<file path="src/rtl/fibenc_pkg.sv">
package fibenc_pkg;

   typedef enum logic [1:0] {
      ST_IDLE = 2'd0,
      ST_SCAN = 2'd1,
      ST_SEND = 2'd2
   } enc_state_e;

   // Fibonacci number F(k) with F(0)=0, F(1)=1; valid for k <= 93.
   function automatic longint unsigned fib_num(input int k);
      longint unsigned a;
      longint unsigned b;
      longint unsigned t;
      a = 64'd0;
      b = 64'd1;
      for (int i = 0; i < k; i++) begin
         t = a + b;
         a = b;
         b = t;
      end
      return a;
   endfunction

   // Number of terms F(2), F(3), ... that do not exceed 2^w - 1.
   function automatic int fib_terms(input int w);
      longint unsigned lim;
      int n;
      lim = (w >= 64) ? 64'hFFFF_FFFF_FFFF_FFFF : ((64'd1 << w) - 64'd1);
      n = 0;
      for (int k = 2; k < 93; k++) begin
         if (fib_num(k) <= lim) n++;
      end
      return n;
   endfunction

endpackage

</file>
<file path="src/rtl/fibenc_table.sv">
module fibenc_table
   import fibenc_pkg::*;
#(
   parameter int RANK_W = 32,
   parameter int NT     = 46
) (
   output logic [NT-1:0][RANK_W-1:0] fib_o
);

   // Entry j holds F(j+2); computed at elaboration, no stored list.
   for (genvar j = 0; j < NT; j++) begin : g_term
      localparam longint unsigned VAL = fib_num(j + 2);
      assign fib_o[j] = RANK_W'(VAL);
   end

endmodule

</file>
<file path="src/rtl/fibenc_zeck.sv">
module fibenc_zeck #(
   parameter int RANK_W   = 32,
   parameter int NT       = 46,
   parameter int IDX_W    = 6,
   parameter bit SKIP_ADJ = 1'b1
) (
   input  logic                      clk,
   input  logic                      rst_n,
   input  logic                      start_i,
   input  logic [RANK_W-1:0]         rank_i,
   input  logic [NT-1:0][RANK_W-1:0] fib_i,
   output logic                      done_o,
   output logic [NT-1:0]             terms_o,
   output logic [IDX_W-1:0]          top_o
);

   localparam logic [IDX_W-1:0] IDX_HI = IDX_W'(NT - 1);

   logic [RANK_W-1:0] residue;
   logic [IDX_W-1:0]  idx;
   logic              busy;
   logic              found;
   logic [RANK_W-1:0] cur_fib;
   logic              take;
   logic [IDX_W-1:0]  step;

   assign cur_fib = fib_i[idx];
   assign take    = busy && (residue >= cur_fib);

   // Variant: after a term is taken its lower neighbour can never be taken,
   // so the scan may jump over it.
   if (SKIP_ADJ) begin : g_skip
      assign step = take ? IDX_W'(2) : IDX_W'(1);
   end else begin : g_plain
      assign step = IDX_W'(1);
   end

   always_ff @(posedge clk) begin
      if (!rst_n) begin
         residue <= '0;
         idx     <= '0;
         busy    <= 1'b0;
         found   <= 1'b0;
         done_o  <= 1'b0;
         terms_o <= '0;
         top_o   <= '0;
      end else begin
         done_o <= 1'b0;
         if (start_i && !busy) begin
            residue <= rank_i;
            idx     <= IDX_HI;
            busy    <= 1'b1;
            found   <= 1'b0;
            terms_o <= '0;
         end else if (busy) begin
            if (take) begin
               residue      <= residue - cur_fib;
               terms_o[idx] <= 1'b1;
               if (!found) begin
                  top_o <= idx;
                  found <= 1'b1;
               end
            end
            if (idx < step) begin
               busy   <= 1'b0;
               done_o <= 1'b1;
            end else begin
               idx <= idx - step;
            end
         end
      end
   end

   AST_RESIDUE_CLEAR: assert property (@(posedge clk) disable iff (!rst_n)
      done_o |-> (residue == '0));
   AST_NO_ADJ_TERMS: assert property (@(posedge clk) disable iff (!rst_n)
      done_o |-> ((terms_o & (terms_o >> 1)) == '0));

endmodule

</file>
<file path="src/rtl/fibenc_serial.sv">
module fibenc_serial #(
   parameter int CODE_W = 48,
   parameter int LEN_W  = 6,
   parameter int NT     = 46,
   parameter int IDX_W  = 6
) (
   input  logic              clk,
   input  logic              rst_n,
   input  logic              load_i,
   input  logic [NT-1:0]     terms_i,
   input  logic [IDX_W-1:0]  top_i,
   output logic              out_valid,
   output logic              out_bit,
   output logic              out_last,
   output logic              par_valid,
   output logic [CODE_W-1:0] par_code,
   output logic [LEN_W-1:0]  par_len
);

   logic [CODE_W-1:0] code_nx;
   logic [LEN_W-1:0]  len_nx;
   logic [CODE_W-1:0] shreg;
   logic [LEN_W-1:0]  cnt;

   always_comb begin
      code_nx = '0;
      for (int j = 0; j < NT; j++) begin
         code_nx[CODE_W-1-j] = terms_i[j];
      end
      code_nx[CODE_W-2-int'(top_i)] = 1'b1;
   end
   assign len_nx = LEN_W'(top_i) + LEN_W'(2);

   assign out_bit  = shreg[CODE_W-1];
   assign out_last = out_valid && (cnt == par_len - LEN_W'(1));
   assign par_valid = out_valid;

   always_ff @(posedge clk) begin
      if (!rst_n) begin
         out_valid <= 1'b0;
         shreg     <= '0;
         cnt       <= '0;
         par_code  <= '0;
         par_len   <= '0;
      end else if (load_i) begin
         out_valid <= 1'b1;
         shreg     <= code_nx;
         cnt       <= '0;
         par_code  <= code_nx;
         par_len   <= len_nx;
      end else if (out_valid) begin
         shreg <= shreg << 1;
         cnt   <= cnt + LEN_W'(1);
         if (out_last) out_valid <= 1'b0;
      end
   end

   AST_TAIL_ONES: assert property (@(posedge clk) disable iff (!rst_n)
      out_last |-> (out_bit && $past(out_bit) && $past(out_valid)));
   AST_NO_INNER_PAIR: assert property (@(posedge clk) disable iff (!rst_n)
      (out_valid && $past(out_valid) && $past(out_bit) && out_bit)
         |-> out_last);
   AST_LEN_BOUND: assert property (@(posedge clk) disable iff (!rst_n)
      out_valid |-> (par_len >= LEN_W'(2) && par_len <= LEN_W'(NT + 1)));
   AST_PAR_STABLE: assert property (@(posedge clk) disable iff (!rst_n)
      (par_valid && $past(par_valid)) |-> $stable(par_code));

endmodule

</file>
<file path="src/rtl/fibenc_top.sv">
module fibenc_top
   import fibenc_pkg::*;
#(
   parameter int RANK_W   = 32,
   parameter int CODE_W   = 48,
   parameter int LEN_W    = 6,
   parameter bit SKIP_ADJ = 1'b1
) (
   input  logic              clk,
   input  logic              rst_n,
   input  logic              in_valid,
   output logic              in_ready,
   input  logic [RANK_W-1:0] in_rank,
   output logic              err_rank0,
   output logic              out_valid,
   output logic              out_bit,
   output logic              out_last,
   output logic              par_valid,
   output logic [CODE_W-1:0] par_code,
   output logic [LEN_W-1:0]  par_len
);

   localparam int NT    = fib_terms(RANK_W);
   localparam int IDX_W = (NT > 1) ? $clog2(NT) : 1;

   if (RANK_W < 2 || RANK_W > 63) begin : g_bad_rank_w
      $error("fibenc_top: RANK_W must lie in 2..63");
   end
   if (CODE_W < NT + 1) begin : g_bad_code_w
      $error("fibenc_top: CODE_W too small for the longest codeword");
   end
   if ((1 << LEN_W) <= CODE_W) begin : g_bad_len_w
      $error("fibenc_top: LEN_W cannot hold the codeword length");
   end

   enc_state_e state;
   logic       accept;
   logic       start;
   logic       done;
   logic [NT-1:0][RANK_W-1:0] fib_tab;
   logic [NT-1:0]             terms;
   logic [IDX_W-1:0]          top;

   assign in_ready = (state == ST_IDLE);
   assign accept   = in_valid && in_ready;
   assign start    = accept && (in_rank != '0);

   always_ff @(posedge clk) begin
      if (!rst_n) begin
         state     <= ST_IDLE;
         err_rank0 <= 1'b0;
      end else begin
         err_rank0 <= accept && (in_rank == '0);
         unique case (state)
            ST_IDLE: if (start)    state <= ST_SCAN;
            ST_SCAN: if (done)     state <= ST_SEND;
            ST_SEND: if (out_last) state <= ST_IDLE;
            default:               state <= ST_IDLE;
         endcase
      end
   end

   fibenc_table #(.RANK_W(RANK_W), .NT(NT)) i_table (
      .fib_o (fib_tab)
   );

   fibenc_zeck #(.RANK_W(RANK_W), .NT(NT), .IDX_W(IDX_W), .SKIP_ADJ(SKIP_ADJ)) i_zeck (
      .clk     (clk),
      .rst_n   (rst_n),
      .start_i (start),
      .rank_i  (in_rank),
      .fib_i   (fib_tab),
      .done_o  (done),
      .terms_o (terms),
      .top_o   (top)
   );

   fibenc_serial #(.CODE_W(CODE_W), .LEN_W(LEN_W), .NT(NT), .IDX_W(IDX_W)) i_serial (
      .clk       (clk),
      .rst_n     (rst_n),
      .load_i    (done),
      .terms_i   (terms),
      .top_i     (top),
      .out_valid (out_valid),
      .out_bit   (out_bit),
      .out_last  (out_last),
      .par_valid (par_valid),
      .par_code  (par_code),
      .par_len   (par_len)
   );

   AST_READY_IDLE: assert property (@(posedge clk) disable iff (!rst_n)
      in_ready |-> !out_valid);
   AST_ERR_QUIET: assert property (@(posedge clk) disable iff (!rst_n)
      err_rank0 |-> (!out_valid && in_ready));
   AST_ERR_PULSE: assert property (@(posedge clk) disable iff (!rst_n)
      err_rank0 |-> $past(in_valid && in_ready && in_rank == '0));

endmodule

</file>
<file path="config.mk">
export PLATFORM = sky130hd
export DESIGN_NAME = fibenc_top
export DESIGN_NICKNAME = d
export VERILOG_FILES = /design/src/rtl/fibenc_pkg.sv /design/src/rtl/fibenc_table.sv /design/src/rtl/fibenc_zeck.sv /design/src/rtl/fibenc_serial.sv /design/src/rtl/fibenc_top.sv
export SDC_FILE = /design/constraint.sdc
export NUM_CORES = 1
export LEC_CHECK = 0
export ABC_AREA = 1
export CAP_MARGIN = 10
export CORE_MARGIN = 10
export CORE_UTILIZATION = 65
export DETAILED_ROUTE_END_ITERATION = 8
export PLACE_DENSITY = 0.83
export SLEW_MARGIN = 20
export SYNTH_ARGS = -nofsm -noshare
export SYNTH_HDL_FRONTEND = slang
export SYNTH_HIERARCHICAL = 1
export SYNTH_SLANG_ARGS = --single-unit
export TNS_END_PERCENT = 100
</file>
<file path="constraint.sdc">
create_clock -name clk -period 5.08 [get_ports clk]
set_input_delay 1.524 -clock clk [delete_from_list [all_inputs] [get_ports clk]]
set_output_delay 1.524 -clock clk [all_outputs]
set_load 0.01 [all_outputs]
</file>
==> results by group <==
Outcome
  – Status: finished clean

Logic synthesis
  – Prevailing post-synth register cell: dfxtp_1
  – Post-Synth Simple-Gate Area: 31.44%
  – Syn Std Cell Area: 0.03321 mm2
  – Syn Area/Cell: 6.141 um2
  – Synth Register Bits: 205
  – Sequential element share of the synthesized area: 12.36%
  – Post-synthesis adder-cell area fraction: 1.590%
  – Mux contribution to synthesized area: 0%
  – Synth warnings: 6
  – Synthesized instance count: 5408
  – Compound-Gate Fraction of Synth Area: 13.33%
  – Yosys cell types: 60
  – Post-Synth XOR/XNOR Area: 0.5011%
  – EDFF count, synth: 0
  – Main combinational cell family by area after synthesis: buffers and inverters
  – Fraction of registers with async set/reset: 0%

Run
  – Max cap viols: 0

Clock tree
  – Clock Sinks: 205
  – Clk slew on worst S/H paths: 0.07 ns
  – CTS H-tree lvls: 1
  – Clk root buf: clkbuf_16
  – Clock buffer depth: 3
  – Later-pin clock latency in the skew report: 0.51 ns
  – CTS tree: done
  – CTS Buf Count: 19

Layout
  – ANT cells: 0
  – Final core occ: 60.22%
  – Share of layout cells above drive strength 1: 5.924%
  – Total Nets Final: 5485
  – Most frequent cells in the layout: nand2_1 (1633), conb_1 (1472), inv_1 (290)
  – P&R area growth vs syn: -8.654%
  – Commonest non-fill, non-tap cell in the layout: nand2_1
  – Non-Filler Instances: 6091

Placed design
  – Routability congestion estimate: 1.015
  – Post-placement cell count: 6048
  – Number of port buffers: 94
  – Post-DP HPWL: 54620 um

Die
  – FP Rows: 82
  – Number of I/O pins: 95
  – Starting Density: 65.93%
  – Total core area: 0.05038 mm2
  – Die Width: 246.0 um
  – Total die area: 0.06054 mm2
  – Die Ht: 246.0 um

STA
  – Slew margin rel.: 30.55%
  – Fin. max-slew vios: 0
  – Setup TNS: 0 ns
  – Setup-failing EPs final: 0
  – Final Hold Viols: 0
  – WHS: 0.4466 ns
  – F_max: 0.2087 GHz
  – RSZ-0062 raised after global routing: no
  – Final Skew: 0.02220 ns
  – Tcrit/Tclk final: 94.31%
  – Slew @ Worst Pin: 1.042 ns
  – Post-layout min period: 4.791 ns

Worst setup path
  – Worst-path fanout max: 24
  – CP max-delay cell: fa_2
  – Crit path largest cell delay: 0.38 ns
  – CP Class: reg -> reg
  – Worst reg-to-reg setup slack: 0.29 ns
  – CP startpoint kind: flip-flop
  – CP most frequent cell: nand2_1
  – Worst setup EP type: flip-flop
  – Crit path arrival time: 5.18 ns
  – Required @ worst endpoint: 5.47 ns

Routing
  – Drt initial violations: 2234
  – Avg WL per Cell: 12.44 um
  – DRT Pass-1 Iters: 6
  – DR DRC count: 0
  – Post-DRT Antenna Nets: 0
  – Via Count: 27840
  – Via density: 4.571
  – WL final: 75740 um

Global route
  – First-pass GRT wire length: 123200 um
  – GRT Resource Usage Total: 24.11%
  – Number of global-route vias before repair: 24740
  – Initial antenna violation count: 0
  – Largest net degree at the start of global routing: 91
  – Grt ovf: 0

Pwr
  – Seq pwr share: 18.2%
  – Psw: 5.522 mW
  – Part of the power in combinational logic: 68.3%
  – VDD IR-drop max: 0.3524 mV
  – Leakage power: 15.89 nW
  – Clock share of power: 13.5%
  – Switching share of total power: 52.68%
  – Pwr Total: 10.48 mW
  – Power Density: 345.5 mW/mm2
  – Pint: 4.959 mW

Hold path
  – Worst Hold Class: reg -> reg
==> routing by layer <==
layer | global-route usage (%) | vias up | wire, um
met5 | 0 | - | 0
met4 | 9.094 | 0 | 2892
met3 | 2.272 | 156 | 5048
met2 | 41.24 | 938 | 35300
met1 | 30.79 | 12100 | 32500
li1 | - | 14640 | -
==> registers in the layout (all words and copies together), names as in the netlist <==
name,cells
i_serial/par_code,48
i_serial/shreg,48
i_zeck/terms_o,46
i_zeck/residue,32
i_serial/cnt,6
i_serial/par_len,6
i_zeck/idx,6
i_zeck/top_o,6
state,2
err_rank0,1
i_serial/out_valid,1
i_zeck/busy,1
i_zeck/done_o,1
i_zeck/found,1
==> worst max-delay path, delay by kind of cell, from the launching register on <==
family                   cells  cell delay [ns]
AND/OR/NAND/NOR             18             2.12
buffers and inverters        5             0.99
adder cells (fa/ha/maj)      3             0.97
flip-flops                   1             0.37
AO/OA/AOI/OAI                2             0.22
==> final cells by class <==
type / count / area [um2]
clock buffers: 24 / 524.3
clock inverters: 7 / 73.82
fillers: 4907 / 20040
inverters: 326 / 1301
multi-input cells: 4617 / 21180
flip-flops and latches: 205 / 4110
well taps: 672 / 840.8
repair buffers: 238 / 2291
repair inverters: 2 / 13.76
==> metrics by stage <==
stage / area [um2] / setup WS, ns
floorplan: 38730 / 0.6672
global placement: 29530 / 0.06264
detailed placement: 29530 / 0.02041
CTS: 30130 / 0.04570
global route: 30340 / 0.03226
finish: 30340 / 0.2890
==> cell usage after synthesis (19+ instances only) <==
cell type / instances / area (um2)
ha_1: 39 / 488.0
nor3_1: 19 / 95.09
nand2_2: 20 / 125.1
nand2_1: 1635 / 6137
a22o_1: 42 / 367.9
inv_2: 29 / 108.9
o21ai_0: 152 / 760.7
o21ai_1: 32 / 160.2
nor2_1: 245 / 919.6
dfxtp_1: 205 / 4104
a221oi_1: 44 / 385.4
a21oi_1: 129 / 645.6
nand3b_1: 36 / 270.3
nand4_1: 259 / 1620
a22oi_1: 194 / 1456
buf_4: 1481 / 11120
inv_1: 293 / 1100
buf_2: 136 / 680.7
o22ai_1: 21 / 131.4
clkbuf_1: 89 / 334.1
nand3_1: 139 / 695.7
==> power groups by stage <==
stage	sequential, mW	combinational (mW)	clock (mW)
after detailed placement	1.93	6.81	0
final	1.90	7.16	1.42
after global routing	1.92	7.97	1.50
after floorplan	1.86	6.01	0
after global placement	1.93	6.77	0
after CTS	1.90	6.85	1.44
==> final timing paths <==
kind	from	to	cells past startpoint
min reg2reg	i_zeck/terms_o[27]$_SDFFE_PP0P_	i_zeck/terms_o[27]$_SDFFE_PP0P_	2
max reg2reg	i_zeck/idx[1]$_SDFFE_PP0P_	i_zeck/idx[4]$_SDFFE_PP0P_	28
min	i_zeck/terms_o[27]$_SDFFE_PP0P_	i_zeck/terms_o[27]$_SDFFE_PP0P_	2
max	i_zeck/idx[1]$_SDFFE_PP0P_	i_zeck/idx[4]$_SDFFE_PP0P_	28
==> cell families after synthesis <==
logic type      after synthesis
compound gates              674
xor+xnor                     19
simple gates               2411
flops                       205
buf+inv                    2056
other cells                   2
fa+ha+maj                    41
==> what timing repair did <==
item | 4_1_cts | 5_1_grt
hold buffers | 0 | 0
setup endpoints to repair | 1 | 7
gates resized for setup | 1 | 30
buffers inserted | 0 | 10
pin swaps | 0 | 4
gates cloned | 0 | 2
(Power assumes the default switching activity.)
